### config.mk
export PLATFORM = sky130hd
export DESIGN_NAME = card_fifo_engine
export DESIGN_NICKNAME = d
export VERILOG_FILES = /design/src/rtl/cfe_pkg.sv /design/src/rtl/cfe_word_fifo.sv /design/src/rtl/cfe_rx_pack.sv /design/src/rtl/cfe_tx_unpack.sv /design/src/rtl/cfe_status_gen.sv /design/src/rtl/card_fifo_engine.sv
export SDC_FILE = /design/constraint.sdc
export NUM_CORES = 1
export LEC_CHECK = 0
export BUFFER_PORTS_ARGS = -buffer_cell sky130_fd_sc_hd__buf_2
export CORE_MARGIN = 5
export CORE_UTILIZATION = 60
export CTS_BUF_LIST = sky130_fd_sc_hd__clkbuf_16
export CTS_CLUSTER_DIAMETER = 30
export DETAILED_ROUTE_END_ITERATION = 16
export GPL_TIMING_DRIVEN = 0
export PLACE_DENSITY = 0.79
export SKIP_CTS_REPAIR_TIMING = 1
export SLEW_MARGIN = 10
export SYNTH_ARGS = -nofsm -noshare
export SYNTH_HDL_FRONTEND = slang
export SYNTH_SLANG_ARGS = --single-unit
### constraint.sdc
create_clock -name clk -period 9 [get_ports clk]
set_clock_uncertainty 0.1 [all_clocks]
set_input_delay 2.7 -clock clk [delete_from_list [all_inputs] [get_ports clk]]
set_output_delay 2.7 -clock clk [all_outputs]
set_load 0.05 [all_outputs]
### src/rtl/cfe_pkg.sv
package cfe_pkg;
    localparam int WORD_W = 32;
    localparam int BYTE_W = 8;
    localparam int LANES  = WORD_W / BYTE_W;
    localparam int LANE_W = $clog2(LANES);
    localparam int CTRL_W = 8;
    localparam int STAT_W = 22;

    // Status bit positions decoded by software
    localparam int ST_DATA_END = 8;
    localparam int ST_BLK_END  = 10;
    localparam int ST_ACT      = 12;
    localparam int ST_HALF     = 14;
    localparam int ST_FULL     = 16;
    localparam int ST_EMPTY    = 18;
    localparam int ST_AVAIL    = 20;

    typedef struct packed {
        logic [3:0] spare;
        logic       dma;
        logic       mode;
        logic       dir;   // 1: card to host
        logic       en;
    } ctrl_t;

    typedef struct packed {
        logic active;
        logic half;
        logic full;
        logic empty;
        logic avail;
    } fifo_flags_t;

    // Place a flag group on the even (transmit) or odd (receive) bit lanes
    function automatic logic [STAT_W-1:0] place_group(input fifo_flags_t f, input logic rx);
        logic [STAT_W-1:0] s;
        int o;
        s = '0;
        o = rx ? 1 : 0;
        s[ST_ACT   + o] = f.active;
        s[ST_HALF  + o] = f.half;
        s[ST_FULL  + o] = f.full;
        s[ST_EMPTY + o] = f.empty;
        s[ST_AVAIL + o] = f.avail;
        return s;
    endfunction
endpackage

### src/rtl/cfe_word_fifo.sv
module cfe_word_fifo #(
    parameter int DEPTH = 16,
    parameter int WIDTH = 32,
    parameter int LW    = $clog2(DEPTH + 1)
) (
    input  logic             clk,
    input  logic             rst,
    input  logic             push,
    input  logic [WIDTH-1:0] push_data,
    input  logic             pop,
    output logic [WIDTH-1:0] head,
    output logic [LW-1:0]    level,
    output logic             empty,
    output logic             full
);
    localparam int AW = (DEPTH > 1) ? $clog2(DEPTH) : 1;

    logic [WIDTH-1:0] mem [DEPTH];
    logic [AW-1:0]    wr_ptr;
    logic [AW-1:0]    rd_ptr;

    function automatic logic [AW-1:0] nxt(input logic [AW-1:0] p);
        return (p == AW'(DEPTH - 1)) ? '0 : p + 1'b1;
    endfunction

    always_ff @(posedge clk) begin
        if (rst) begin
            wr_ptr <= '0;
            rd_ptr <= '0;
            level  <= '0;
        end else begin
            if (push) wr_ptr <= nxt(wr_ptr);
            if (pop)  rd_ptr <= nxt(rd_ptr);
            case ({push, pop})
                2'b10:   level <= level + 1'b1;
                2'b01:   level <= level - 1'b1;
                default: level <= level;
            endcase
        end
    end

    always_ff @(posedge clk) begin
        if (push) mem[wr_ptr] <= push_data;
    end

    assign head  = mem[rd_ptr];
    assign empty = (level == '0);
    assign full  = (level == LW'(DEPTH));
endmodule

### src/rtl/cfe_rx_pack.sv
module cfe_rx_pack
    import cfe_pkg::*;
(
    input  logic              clk,
    input  logic              rst,
    input  logic              restart,
    input  logic              allow,
    input  logic              last_byte,
    input  logic              rx_valid,
    input  logic [BYTE_W-1:0] rx_data,
    output logic              rx_ready,
    output logic              take,
    output logic              push,
    output logic [WORD_W-1:0] word
);
    logic [LANE_W-1:0] lane;
    logic [WORD_W-1:0] acc;

    assign rx_ready = allow;
    assign take     = allow & rx_valid;
    assign word     = acc | (WORD_W'(rx_data) << (BYTE_W * lane));
    assign push     = take & ((lane == LANE_W'(LANES - 1)) | last_byte);

    always_ff @(posedge clk) begin
        if (rst || restart) begin
            lane <= '0;
            acc  <= '0;
        end else if (take) begin
            if (push) begin
                lane <= '0;
                acc  <= '0;
            end else begin
                lane <= lane + 1'b1;
                acc  <= word;
            end
        end
    end
endmodule

### src/rtl/cfe_tx_unpack.sv
module cfe_tx_unpack
    import cfe_pkg::*;
(
    input  logic              clk,
    input  logic              rst,
    input  logic              restart,
    input  logic              allow,
    input  logic              last_byte,
    input  logic [WORD_W-1:0] head,
    input  logic              tx_ready,
    output logic              tx_valid,
    output logic [BYTE_W-1:0] tx_data,
    output logic              take,
    output logic              pop
);
    logic [LANE_W-1:0] lane;

    assign tx_valid = allow;
    assign tx_data  = head[BYTE_W * lane +: BYTE_W];
    assign take     = allow & tx_ready;
    assign pop      = take & ((lane == LANE_W'(LANES - 1)) | last_byte);

    always_ff @(posedge clk) begin
        if (rst || restart) begin
            lane <= '0;
        end else if (take) begin
            lane <= pop ? '0 : lane + 1'b1;
        end
    end
endmodule

### src/rtl/cfe_status_gen.sv
module cfe_status_gen
    import cfe_pkg::*;
#(
    parameter int DEPTH = 16,
    parameter int LW    = $clog2(DEPTH + 1)
) (
    input  logic              dir_rx,
    input  logic              active,
    input  logic              done,
    input  logic [LW-1:0]     level,
    output logic [STAT_W-1:0] status
);
    fifo_flags_t flags;

    always_comb begin
        flags.active = 1'b1;
        flags.empty  = (level == '0);
        flags.avail  = (level != '0);
        flags.full   = (level == LW'(DEPTH));
        flags.half   = dir_rx ? (level >= LW'(DEPTH / 2)) : (level <= LW'(DEPTH / 2));
        status = active ? place_group(flags, dir_rx) : '0;
        status[ST_DATA_END] = done;
        status[ST_BLK_END]  = done;
    end
endmodule

### src/rtl/card_fifo_engine.sv
module card_fifo_engine
    import cfe_pkg::*;
#(
    parameter int DEPTH = 16,
    parameter int LEN_W = 16
) (
    input  logic               clk,
    input  logic               rst,
    input  logic               cfg_len_we,
    input  logic [LEN_W-1:0]   cfg_len_wdata,
    input  logic               ctrl_we,
    input  logic [CTRL_W-1:0]  ctrl_wdata,
    output logic [CTRL_W-1:0]  ctrl_rdata,
    input  logic               stat_rd,
    input  logic               cnt_rd,
    output logic [STAT_W-1:0]  status,
    output logic [LEN_W-1:0]   byte_cnt,
    output logic [LEN_W-2:0]   word_cnt,
    input  logic               fifo_wr_en,
    input  logic [WORD_W-1:0]  fifo_wr_data,
    input  logic               fifo_rd_en,
    output logic [WORD_W-1:0]  fifo_rd_data,
    input  logic               crd_rx_valid,
    input  logic [BYTE_W-1:0]  crd_rx_data,
    output logic               crd_rx_ready,
    output logic               crd_tx_valid,
    output logic [BYTE_W-1:0]  crd_tx_data,
    input  logic               crd_tx_ready
);
    localparam int LW = $clog2(DEPTH + 1);

    ctrl_t             ctrl_q;
    logic [LEN_W-1:0]  len_q;
    logic [LEN_W-1:0]  cnt_q;
    logic              started_q;
    logic              hold_q;

    logic              cnt_zero, last_byte, restart, idle;
    logic              rx_allow, rx_take, rx_push;
    logic [WORD_W-1:0] rx_word;
    logic              tx_allow, tx_take, tx_pop;
    logic              host_push, host_pop;
    logic              push, pop;
    logic [WORD_W-1:0] push_data, head;
    logic [LW-1:0]     fifo_level;
    logic              fifo_empty, fifo_full;
    logic [LEN_W:0]    cnt_round;

    assign cnt_zero  = (cnt_q == '0);
    assign last_byte = (cnt_q == LEN_W'(1));
    assign restart   = ctrl_we & ctrl_wdata[0];
    assign idle      = cnt_zero & fifo_empty;

    assign rx_allow  = ctrl_q.en & ctrl_q.dir & ~cnt_zero & ~hold_q & ~fifo_full;
    assign tx_allow  = ctrl_q.en & ~ctrl_q.dir & ~cnt_zero & ~fifo_empty;

    // The packer owns the FIFO write port on the cycle it completes a word
    assign host_push = fifo_wr_en & ~cnt_zero & ~fifo_full & ~rx_push;
    assign push      = rx_push | host_push;
    assign push_data = rx_push ? rx_word : fifo_wr_data;
    assign host_pop  = fifo_rd_en & ~fifo_empty;
    assign pop       = host_pop | tx_pop;

    cfe_word_fifo #(.DEPTH(DEPTH), .WIDTH(WORD_W), .LW(LW)) u_fifo (
        .clk       (clk),
        .rst       (rst),
        .push      (push),
        .push_data (push_data),
        .pop       (pop),
        .head      (head),
        .level     (fifo_level),
        .empty     (fifo_empty),
        .full      (fifo_full)
    );

    cfe_rx_pack u_rx (
        .clk       (clk),
        .rst       (rst),
        .restart   (restart),
        .allow     (rx_allow),
        .last_byte (last_byte),
        .rx_valid  (crd_rx_valid),
        .rx_data   (crd_rx_data),
        .rx_ready  (crd_rx_ready),
        .take      (rx_take),
        .push      (rx_push),
        .word      (rx_word)
    );

    cfe_tx_unpack u_tx (
        .clk       (clk),
        .rst       (rst),
        .restart   (restart),
        .allow     (tx_allow),
        .last_byte (last_byte),
        .head      (head),
        .tx_ready  (crd_tx_ready),
        .tx_valid  (crd_tx_valid),
        .tx_data   (crd_tx_data),
        .take      (tx_take),
        .pop       (tx_pop)
    );

    cfe_status_gen #(.DEPTH(DEPTH), .LW(LW)) u_stat (
        .dir_rx (ctrl_q.dir),
        .active (ctrl_q.en & ~idle),
        .done   (started_q & cnt_zero),
        .level  (fifo_level),
        .status (status)
    );

    always_ff @(posedge clk) begin
        if (rst) begin
            ctrl_q    <= '0;
            len_q     <= '0;
            cnt_q     <= '0;
            started_q <= 1'b0;
            hold_q    <= 1'b0;
        end else begin
            if (cfg_len_we) len_q <= cfg_len_wdata;

            if (ctrl_we)                ctrl_q    <= ctrl_t'(ctrl_wdata);
            else if (ctrl_q.en && idle) ctrl_q.en <= 1'b0;

            if (restart)                cnt_q <= len_q;
            else if (rx_take || tx_take) cnt_q <= cnt_q - 1'b1;

            if (restart) started_q <= 1'b1;

            if (host_pop)              hold_q <= 1'b1;
            else if (stat_rd || cnt_rd) hold_q <= 1'b0;
        end
    end

    assign cnt_round    = {1'b0, cnt_q} + (LEN_W + 1)'(3);
    assign word_cnt     = cnt_round[LEN_W:2];
    assign byte_cnt     = cnt_q;
    assign ctrl_rdata   = ctrl_q;
    assign fifo_rd_data = fifo_empty ? '0 : head;
endmodule

After elaboration in Yosys (flattened, before gate mapping)
Memories as Yosys holds them, arrays and structs flattened. A register that Yosys moved wholly into a read port is not among the register bits.
Index checks and enable logic that the tools add are counted.
{"block": "totals", "register_bits": 91, "mem_bits_rw": 512, "in_bits": 74, "output_inout_bits": 103, "wordCells": 133, "n_memories": 1}
{"block": "op_classes", "add_sub_neg": 13, "magnitude_cmp": 12, "n_eq_ne": 8, "n_shift": 2, "mux": 35, "n_bitwise": 31, "n_reduce_logical": 16}
{"memory": "u_fifo.mem", "depth": 16, "word_bits": 32, "read_ports": 1, "rd_ports_with_merged_regs": 1, "write_ports": 1, "line_no": "cfe_word_fifo.sv:18", "rtl": "logic [WIDTH-1:0] mem [DEPTH];"}
{"operator": ">= comparator 32 x 1 -> 1 bit, second input constant", "n": 5}
{"operator": "less-than comparator 32 x 7 -> 1 bit, second input constant", "n": 5}
{"operator": "adder 6 x 32 -> 32 bit, first input constant", "n": 3}
{"operator": "two-way mux 32 bit", "n": 3}
{"operator": "bitwise mux 22 bit", "n": 4}
{"operator": "adder 5 x 32 -> 32 bit, first input constant", "n": 2}
{"operator": "two-way mux 16 bit", "n": 2}
{"operator": "OR 32 bit", "n": 1}
{"operator": "variable part select 32 x 6 -> 8 bit", "n": 1}
{"operator": "left shift 8 x 5 -> 32 bit", "n": 1}
{"operator": "demux 1 bit (select 5 bit)", "n": 5}
{"operator": "two-way mux 22 bit", "n": 1}
{"operator": "AND 1 bit", "n": 19}
{"operator": "adder 16 x 2 -> 17 bit, second input constant", "n": 1}
{"operator": "== test 16 x 1 -> 1 bit, second input constant", "n": 1}
{"operator": "logical NOT 16 bit", "n": 1}
{"operator": "two-way mux 4 bit", "n": 4}
{"operator": "subtractor 16 x 1 -> 16 bit, second input constant", "n": 1}
{"operator": "two-way mux 1 bit", "n": 13}
{"operator": "one-hot mux 5 bit (2 select lines)", "n": 1}
{"operator": "adder 4 x 1 -> 4 bit, second input constant", "n": 2}
{"operator": "== test 4 bit, second input constant", "n": 2}
{"operator": "nonzero test 2 bit", "n": 4}
{"operator": "NOT 1 bit", "n": 7}
{"operator": "14 further kinds", "n": 28}

Longest topological paths before layout
Gate-level depths: netlist (run 1).
{"block": "logic_depth", "ltp_word": 12, "ltp_mapped": 17, "ltp_nobuf": 15}

Modules after synthesis
Synthesis (run 1) repeated with hierarchy kept, for this count alone.
{"block": "hier_totals", "cells_unflattened": 1490, "area_unflattened_um2": 25348.1}
{"mod": "cfe_word_fifo", "n_inst": 1, "cells_per_inst": 904, "area_per_inst_um2": 20093.0, "seq_area_each_um2": 15715.1}
{"mod": "card_fifo_engine", "n_inst": 1, "cells_per_inst": 330, "area_per_inst_um2": 2772.7, "seq_area_each_um2": 840.8}
{"mod": "cfe_rx_pack", "n_inst": 1, "cells_per_inst": 204, "area_per_inst_um2": 1978.1, "seq_area_each_um2": 680.7}
{"mod": "cfe_tx_unpack", "n_inst": 1, "cells_per_inst": 22, "area_per_inst_um2": 319.1, "seq_area_each_um2": 40.0}
{"mod": "cfe_status_gen", "n_inst": 1, "cells_per_inst": 30, "area_per_inst_um2": 185.2, "seq_area_each_um2": 0.0}

Least setup slack after synthesis (run 1)
No wires, ideal clock.
{"block": "synth_timing", "path_type": "register -> output", "from": "reg cnt_q[0], in the netlist byte_cnt[0]", "to": "out status[14]", "t_arrival_ns": 4.232, "path_slack_ns": 1.968, "stages_incl_launch_ff": 7, "path_buffers": 0, "cell_sequence": "dfxtp_1 -> inv_1 -> ha_1 -> nor4b_1 -> and4_1 -> and2_0 -> a2111oi_0"}
{"block": "synth_between", "elab_chain_len": 5}
{"item": "start: declaration", "line_no": "card_fifo_engine.sv:34", "rtl": "logic [LEN_W-1:0] cnt_q;"}
{"item": "start signal: assignment", "line_no": "card_fifo_engine.sv:125", "rtl": "if (restart) cnt_q <= len_q;"}
{"item": "start signal: assignment", "line_no": "card_fifo_engine.sv:126", "rtl": "else if (rx_take || tx_take) cnt_q <= cnt_q - 1'b1;"}
{"item": "logical NOT 16 bit", "line_no": "card_fifo_engine.sv:49", "rtl": "assign cnt_zero = (cnt_q == '0);"}
{"item": "AND 1 bit", "line_no": "card_fifo_engine.sv:52", "rtl": "assign idle = cnt_zero & fifo_empty;"}
{"item": "NOT 1 bit", "line_no": "card_fifo_engine.sv:106", "rtl": ".active (ctrl_q.en & ~idle),"}
{"item": "AND 1 bit", "line_no": "card_fifo_engine.sv:106"}
{"item": "two-way mux 22 bit", "line_no": "cfe_status_gen.sv:21", "rtl": "status = active ? place_group(flags, dir_rx) : '0;"}
{"item": "end: declaration", "line_no": "card_fifo_engine.sv:16", "rtl": "output logic [STAT_W-1:0] status,"}
No other way between the ends.

==> results.toml, run 1 <==
[status]
status = "completed"

[synthesis]
netlist_instances = 1478
synth_edf_count = 512
synth_xor_area_frac = 0.008107
synthDistinctLibCells = 75
synth_area_leaders = "edfxtp_1 62%, mux4_2 10%, dfxtp_1 7.7%, nor2_1 1.9%, a21oi_1 1.7%"
yosysWarnings = 0
synth-compound-area-share = 0.07110
yosys.area.top_type = "edfxtp_1"
ys_seq_elements = 607
synth_mux_area_frac = 0.1303
synth_top_family_by_area = "multiplexers"
seq_area_frac_synth = 0.6953
synthArstFlopShare = 0
netlist_area_um2 = 24850
yosysMostFrequentCell = "edfxtp_1"
synth_flop_cell = "edfxtp_1"
yosys.area.top_type_share = 0.6188
synth_common_cells = "512 x edfxtp_1, 127 x nor2_1, 114 x mux4_2, 95 x dfxtp_1, 86 x a21oi_1"
synth_fa_ha_area_frac = 0.006043
avgSynthCellArea_um2 = 16.81
synthSimpleGateAreaFrac = 0.05836

[placed_design]
port_buffers = 155
post-place-ws_ns = 2.555
gp_congestion = 0.8833
dp_hpwl_um = 43070
dp_cells = 2190

[clocking]
cts_buffers = 105
clock_latency_ns = 0.63
clock_tree.htree_level_count = 3
clock-root-buffer = "clkbuf_16"
cts_sinks = 607
clk_pin_slew_ns = 0.05
clockBufferDepth = 3
cts_tree = "built"

[floorplanning]
num_rows = 74
die_area_um2 = 45580
io-pin-count = 177
start_util = 0.6072
fp.coreArea_um2 = 40920
dieWidth_um = 213.5
die_h_um = 213.5

[timing]
tightest_slew_ns = 1.329
slew_headroom = 0.1082
hold_slack_ns = 0.3735
finalMaxSlewViolations = 0
final.setup.tns_ns = 0
hold_violations = 0
rsz0062_at_grt = "false"
setup-violations-final = 0
fin_crit_sh = 0.8058
timing.final.crit_period_ns = 7.252
worst_slack_ns = 1.748
max_freq_mhz = 137.9

[pwr]
peakVddDrop_mv = 0.2334
p_per_area_nw_per_um2 = 319.3
leakagePower_uw = 0.01083

[cells_and_area]
drive_above_1_share = 0.3049
area_growth_syn_to_layout_pct = 22.22
final_cells = 2386
fin_nets = 1851

[min_path]
hold_class = "flop to flop"

[job]
maxCapViolations = 0

[setup_path]
start_kind = "flop"
r2r_setup_slack_ns = 4.54
cp_data_arrival_time_ns = 4.45
crit_type = "flop to output pin"
required_ns = 6.20
end_kind = "output pin"
worst-path-max-fanout = 10

[global_route]
grt_max_degree = 25
track_usage = 0.3130
grt_pass1_vias = 16254
grt_pass1_wl_um = 103900
grt-ovfl-total = 0
antenna_found_initial = 1

[detailed_routing]
drt-pass1-iter-count = 6
drt_wl_total_um = 71230
vias = 16038
drc_errors = 0
via_per_inst = 6.722
drtIter0Drc = 2125
post_drt_wl_per_cell_um = 29.85
ant_nets = 0
==> through the flow <==
step           power (uW)  instance area (um^2)    util
6_report             9696                 30370  0.7421
2_1_floorplan        4947                 24880       -
4_1_cts              9703                 30360  0.7419
3_5_place_dp         5577                 26680  0.6519
5_1_grt              9966                 30370  0.7420
3_3_place_gp         5523                 26320  0.6432
==> state kept, by name (all words and copies together) (netlist names), named ones only <==
name	cells
u_tx.lane	2
u_fifo.rd_ptr	4
ctrl_rdata	8
u_fifo.mem	512
u_fifo.level	5
u_rx.acc	32
len_q	16
hold_q	1
started_q	1
u_rx.lane	2
u_fifo.wr_ptr	4
byte_cnt	16
==> cell families after synthesis <==
kind of cell | Yosys count
buf+inv | 124
other cells | 1
xor+xnor | 23
compound gates | 257
simple gates | 296
fa+ha+maj | 12
mux | 158
flops | 607
==> per-layer routing <==
layer  vias to the layer above  wire [um]  part of all wire  GRT usage
met3                       224       8687              0.12    0.08617
met2                      1285      34140              0.48     0.4999
met5                         -          0                 0          0
li1                       6501          -                 -          -
met1                      8028      24910              0.35     0.4081
met4                         0       3491             0.049     0.1436
==> where the power goes <==
part	internal (uW)	total (uW)	leakage [uW]	switching, uW
clock	2710	4120	0.00181	1400
combinational	802	2390	0.00363	1590
sequential	3140	3180	0.00540	41.9
==> layout by cell type, fill, tap and decap left out, types with 31 or more instances in the layout <==
cell       synthesis  final
edfxtp_1         512    512
buf_2             21    176
nor2_1           127    127
mux4_2           114    114
clkbuf_16          0    109
dfxtp_1           95     95
a21oi_1           86     86
nand2_1           52     52
a22o_1            32     32
clkbuf_1          31     31
o21ai_1           32     31
==> path summary, 6_finish.rpt <==
check,cells after the start,end,from
worst max-delay path,8,crd_tx_data[6],flop
worst min-delay path,1,started_q,started_q
worst max register to register,16,u_fifo.level[4],byte_cnt[9]
worst min register to register,1,started_q,started_q
==> area by class of cell <==
class                           instances  area, um^2
Antenna cell                            1       2.502
Buffer                                113       720.7
Clock buffer                          109        2728
Clock inverter                         86       958.4
Fill cell                            2314       10560
Inverter                               11       41.29
Multi-Input combinational cell        756        6873
Sequential cell                       607       17280
Tap cell                              532       665.6
Timing Repair Buffer                  171        1104
==> critical path: stages (launching register included) <==
cell and delay, ns:
dfxtp_1 0.34, buf_2 0.32, buf_1 0.68, buf_1 0.66, mux4_2 0.42, a221oi_1 0.68, nor3_1 0.09, or3_1 0.40
buf_2 0.23
Note: power is estimated with default switching activity, not from simulation.
==> inputs of run 2 (changes only) <==
--- a/config.mk
+++ b/config.mk
@@ -7,12 +7,12 @@
 export LEC_CHECK = 0
 export BUFFER_PORTS_ARGS = -buffer_cell sky130_fd_sc_hd__buf_2
 export CORE_MARGIN = 5
-export CORE_UTILIZATION = 60
+export CORE_UTILIZATION = 54
 export CTS_BUF_LIST = sky130_fd_sc_hd__clkbuf_16
 export CTS_CLUSTER_DIAMETER = 30
 export DETAILED_ROUTE_END_ITERATION = 16
 export GPL_TIMING_DRIVEN = 0
-export PLACE_DENSITY = 0.79
+export PLACE_DENSITY = 0.75
 export SKIP_CTS_REPAIR_TIMING = 1
 export SLEW_MARGIN = 10
 export SYNTH_ARGS = -nofsm -noshare
==> constraint.sdc (replaced) <==
create_clock -name clk -period 6.3 [get_ports clk]
set_clock_uncertainty 0.1 [all_clocks]
set_input_delay 1.89 -clock clk [delete_from_list [all_inputs] [get_ports clk]]
set_output_delay 1.89 -clock clk [all_outputs]
set_load 0.05 [all_outputs]
==> results.toml, run 2 (synthesized netlist as in run 1, its figures left out) <==
[status]
status = "finished, violations left"
violations = "negative setup slack"

[cells_and_area]
layout_commonest_cell = "edfxtp_1"
area_growth_syn_to_layout_pct = 21.95
largest_reg_flops = 512
stdcell_area_um2 = 30300
multi_input_area_um2 = 6873
final-seq-area_um2 = 17280
n_fill_cell = 3006
largestRegisters = "u_fifo.mem: 512 flops, u_rx.acc: 32 flops"
fin_nets = 1846
largest-register = "u_fifo.mem"
drive_above_1_share = 0.3072
layout_common_cells = "512 x edfxtp_1, 176 x buf_2, 127 x nor2_1"

[floorplanning]
fp.coreArea_um2 = 45480
die_area_um2 = 50400
num_rows = 78
die_h_um = 224.5
start_util = 0.5464
dieWidth_um = 224.5
io-pin-count = 177

[global_route]
grt_pass1_vias = 15592
antenna_found_initial = 7
track_usage = 0.2698
grt-ovfl-total = 0
grt_max_degree = 26
grt_pass1_wl_um = 100200

[setup_path]
rr_startpoint = "byte_cnt[9]"
crit_type = "flop to output pin"
timing.rr.end = "u_fifo.level[4]"
r2r_setup_slack_ns = 1.87
cp_data_arrival_time_ns = 4.32
required_ns = 4.31
start_kind = "flop"
r2r_cells = 16
worst-path-max-fanout = 10
end_kind = "output pin"

[clocking]
clock_tree.htree_level_count = 3
cts_sinks = 607
cts_buffers = 100
cts_tree = "built"
clockBufferDepth = 3
clock-root-buffer = "clkbuf_16"
clk_pin_slew_ns = 0.06
clock_latency_ns = 0.63

[detailed_routing]
drt_wl_total_um = 68640
ant_nets = 0
drtIter0Drc = 2152
post_drt_wl_per_cell_um = 28.03
drc_errors = 0
drt-pass1-iter-count = 7
via_per_inst = 6.362
vias = 15580

[min_path]
whs_path_depth = 2
whs_endpoint = "u_rx.acc[15]"
hp-start = "u_rx.acc[15]"
hold_class = "flop to flop"

[pwr]
p_total_uw = 13480
p_per_area_nw_per_um2 = 444.7
peakVddDrop_mv = 0.5604
leakagePower_uw = 0.01074

[placed_design]
gp_congestion = 0.8692
port_buffers = 155
dpl_cell_area_um2 = 26780
dp_hpwl_um = 43670

[timing]
tightest_slew_ns = 1.378
worst_slack_ns = -0.01144
finalMaxSlewViolations = 0
setup-violations-final = 1
hold_violations = 0
rsz0062_at_grt = "false"
timing.final.crit_period_ns = 6.311
max_freq_mhz = 158.4
fin_crit_sh = 1.002
slew_headroom = 0.07485

[job]
maxCapViolations = 0
## run 2: cell count changes in the layout (fill, tap and decap cells not counted), sizes merged
| cell | previous run | this run |
|---|---|---|
| clkinvlp | 12 | 13 |
| bufinv | 18 | 12 |
| buf | 239 | 238 |
| clkbuf | 150 | 143 |
| inv | 28 | 40 |
| clkinv | 39 | 33 |
| diode | 1 | 3 |
## run 2: per-stage QoR
step / TNS [ns] / setup slack, ns / hold slack (ns) / std cells / util
final: -0.01144 / -0.01144 / 0.3656 / 2449 / 0.6663
after global routing: 0 / 0.01558 / 0.3935 / 2446 / 0.6661
after CTS: -0.1202 / -0.08177 / 0.3682 / 2446 / 0.6660
after detailed placement: 0 / 0.6110 / 0.3511 / 2258 / 0.5889
after global placement: 0 / 0.6926 / 0.3426 / 2242 / 0.5807
after floorplan: 0 / 0.07811 / 0.3323 / 1487 / -
## run 2: power breakdown
group	internal, uW	leakage, uW	switching, uW	total (uW)
clock	3490	0.00170	2060	5560
sequential	4490	0.00540	60.2	4550
combinational	1150	0.00364	2220	3370
## run 2: area by class of cell
type                            count  share of cell area
Buffer                            113             0.02383
Clock inverter                     87             0.03225
Tap cell                          600             0.02477
Clock buffer                      101             0.08341
Multi-Input combinational cell    756              0.2268
Antenna cell                        3           0.0002477
Timing Repair Buffer              171             0.03716
Inverter                           11            0.001363
Sequential cell                   607              0.5702
## run 2: per-layer routing
| layer | track usage | part of all wire |
|---|---|---|
| met1 | 0.3474 | 0.35 |
| met5 | 0 | 0.00070 |
| met3 | 0.08053 | 0.12 |
| met2 | 0.4449 | 0.49 |
| met4 | 0.09094 | 0.034 |
## run 2: worst max path at each step
stage                      from              to  slack (ns)  cells past startpoint
floorplan           byte_cnt[0]      status[14]        0.08                      6
finish                     flop  crd_tx_data[7]       -0.01                      8
global placement           flop  crd_tx_data[4]        0.69                      8
global route               flop  crd_tx_data[7]        0.02                      8
CTS                        flop  crd_tx_data[4]       -0.08                      8
detailed placement         flop  crd_tx_data[4]        0.61                      8
## run 2: critical path: stages, from the launching register on
cell and delay [ns]:
dfxtp_1 0.32, buf_2 0.33, buf_1 0.65, mux4_2 0.42
a22o_1 0.20, a221oi_1 0.76, o22ai_1 0.36, or3_1 0.43
buf_2 0.22
==> inputs of run 3 (changes only) <==
--- a/config.mk
+++ b/config.mk
@@ -5,14 +5,15 @@
 export SDC_FILE = /design/constraint.sdc
 export NUM_CORES = 1
 export LEC_CHECK = 0
+export ABC_AREA = 1
 export BUFFER_PORTS_ARGS = -buffer_cell sky130_fd_sc_hd__buf_2
 export CORE_MARGIN = 5
-export CORE_UTILIZATION = 54
+export CORE_UTILIZATION = 55
 export CTS_BUF_LIST = sky130_fd_sc_hd__clkbuf_16
 export CTS_CLUSTER_DIAMETER = 30
 export DETAILED_ROUTE_END_ITERATION = 16
 export GPL_TIMING_DRIVEN = 0
-export PLACE_DENSITY = 0.75
+export PLACE_DENSITY = 0.76
 export SKIP_CTS_REPAIR_TIMING = 1
 export SLEW_MARGIN = 10
 export SYNTH_ARGS = -nofsm -noshare
==> results.toml, run 3 <==
[status]
status = "completed"

[timing]
slew_headroom = 0.1800
finalMaxSlewViolations = 0
hold_violations = 0
tightest_slew_ns = 1.230
final.setup.tns_ns = 0
timing.final.crit_period_ns = 5.981
max_freq_mhz = 167.2
setup-violations-final = 0
fin_crit_sh = 0.9494
rsz0062_at_grt = "false"

[cells_and_area]
layout_common_cells = "513 x nand2_1, 512 x edfxtp_1, 372 x nor2_1"
largest-register = "u_fifo.mem"
layout_commonest_cell = "nand2_1"
fin_nets = 2983
postLayoutCoreUtil = 0.6845
largestRegisters = "u_fifo.mem: 512 flops, u_rx.acc: 32 flops"
largest_reg_flops = 512
drive_above_1_share = 0.1776
n_fill_cell = 3323
area_growth_syn_to_layout_pct = 23.35

[pwr]
p_comb_frac = 0.259
pwr-share-seq = 0.311
leakagePower_uw = 0.01290
switching_power_uw = 5229
p_per_area_nw_per_um2 = 451.7
clockPowerShare = 0.429
swShare = 0.3542
p_int_uw = 9535
peakVddDrop_mv = 0.2893

[detailed_routing]
drtIter0Drc = 3016
drc_errors = 0
vias = 21676
drt-pass1-iter-count = 7
post_drt_wl_per_cell_um = 23.99
drt_wl_total_um = 86680
via_per_inst = 5.999
ant_nets = 0

[global_route]
grtUsageMet2 = 0.5323
antenna_found_initial = 3
grt_pass1_wl_um = 127500
grt_util_met3 = 0.07964
grt_pass1_vias = 21524
top_usage_layer = "met2"
grt-ovfl-total = 0
grt_max_degree = 24
grtUsageMet1 = 0.3918
track_usage = 0.3194

[synthesis]
synthArstFlopShare = 0
synthDistinctLibCells = 41
avgSynthCellArea_um2 = 10.22
yosys.area.top_type = "edfxtp_1"
netlist_instances = 2593
netlist_area_um2 = 26500
seq_area_frac_synth = 0.6520
synth_area_leaders = "edfxtp_1 58%, nand2_1 7.3%, dfxtp_1 7.2%, nor2_1 5.5%, nand3_1 5.5%"
yosys.area.top_type_share = 0.5803
yosysMostFrequentCell = "nand2_1"
synth_common_cells = "513 x nand2_1, 512 x edfxtp_1, 388 x nor2_1, 289 x nand3_1, 193 x o21ai_0"
ys_seq_elements = 607
yosysWarnings = 0
synth_flop_cell = "edfxtp_1"
synth_edf_count = 512

[floorplanning]
die_h_um = 229.5
start_util = 0.5550
fp.coreArea_um2 = 47750
die_area_um2 = 52670
io-pin-count = 177
dieWidth_um = 229.5
num_rows = 80

[setup_path]
required_ns = 4.31
end_kind = "output pin"
critical-path-top-delay-family = "buffers and inverters"
crit_path_top_delay_cell = "clkbuf_1"
crit_chain = "clkbuf_1 > clkbuf_1 > nand2_1 > nand3_1 > nand3_1 > a21oi_1 > buf_2"
r2r_cells = 19
cp_data_arrival_time_ns = 3.99
cp_num_buf_inv = 3
rr_startpoint = "byte_cnt[0]"
cp_num_cells = 7
critPathMaxStageDelay_ns = 0.80
crit_type = "flop to output pin"
worst-path-max-fanout = 10
start_kind = "flop"

[clocking]
clock_latency_ns = 0.67
cts_sinks = 607
clk_pin_slew_ns = 0.06
clockBufferDepth = 3
clock-root-buffer = "clkbuf_16"
clock_tree.htree_level_count = 3
cts_buffers = 111
cts_tree = "built"

[placed_design]
gp_congestion = 0.9862
dp_hpwl_um = 57600
port_buffers = 165

[job]
maxCapViolations = 0

[min_path]
hold_class = "flop to flop"
whs_path_depth = 2
hp-start = "u_rx.acc[0]"
[run 3: worst paths after layout]
path                           end  slack, ns
hold / removal         u_rx.acc[0]       0.36
setup / recovery  fifo_rd_data[22]       0.32
setup reg to reg   u_fifo.level[4]       2.88
hold reg to reg        u_rx.acc[0]       0.36
[run 3: final cells by class]
type                            count  area, um^2  share of cell area
Clock buffer                      112        2803             0.08575
Clock inverter                    100        1249             0.03821
Inverter                          144       543.0             0.01661
Buffer                            164       845.8             0.02588
Antenna cell                        2       5.005           0.0001531
Sequential cell                   607       17280              0.5286
Tap cell                          615       769.5             0.02354
Timing Repair Buffer              182        1199             0.03668
Multi-Input combinational cell   1687        7993              0.2446
[run 3: kinds of logic (layout without fill, tap and decap cells)]
kind of cell | after synthesis | after routing | share of synthesized area
other | 1 | 12 | 0.0001415
DFF | 607 | 607 | 0.6520
AOI/OAI and AO/OA | 364 | 364 | 0.07527
buffers and inverters | 308 | 702 | 0.05242
and+or+nand+nor | 1277 | 1277 | 0.2065
adders and majority gates | 12 | 12 | 0.005666
xor gates and xnor gates | 24 | 24 | 0.007933
[run 3: layer usage]
layer | up-vias | share of wire
li1 | 9525 | -
met1 | 10197 | 0.35
met2 | 1627 | 0.47
met3 | 321 | 0.13
met4 | 6 | 0.050
met5 | - | 0.00040
[run 3: power by group through the flow]
stage          registers, uW  clock network, uW  logic, uW
2_1_floorplan           4700                  0       2390
3_3_place_gp            4670                  0       3560
4_1_cts                 4590               6340       3710
6_report                4600               6340       3830
3_5_place_dp            4670                  0       3650
5_1_grt                 4600               6560       3990
[run 3: worst reg2reg max path: cells and delay by family, from the launching register on]
| family | cells | cell delay, ns |
|---|---|---|
| buffers and inverters | 3 | 0.39 |
| AOI/OAI and AO/OA | 2 | 0.39 |
| xor gates and xnor gates | 1 | 0.22 |
| DFF | 1 | 0.40 |
| and+or+nand+nor | 10 | 1.24 |
| adders and majority gates | 3 | 0.62 |
[run 3: per-stage QoR]
step | area (um^2) | power [uW] | hold slack [ns] | setup WS (ns) | std cells
global route | 32680 | 15160 | 0.3863 | 0.4248 | 3611
global placement | 28130 | 8231 | 0.3422 | 0.4030 | 3382
CTS | 32670 | 14650 | 0.3585 | 0.6798 | 3611
floorplan | 26530 | 7090 | 0.3284 | 1.655 | 2602
detailed placement | 28620 | 8317 | 0.3472 | 1.437 | 3399
finish | 32680 | 14760 | 0.3567 | 0.3191 | 3613
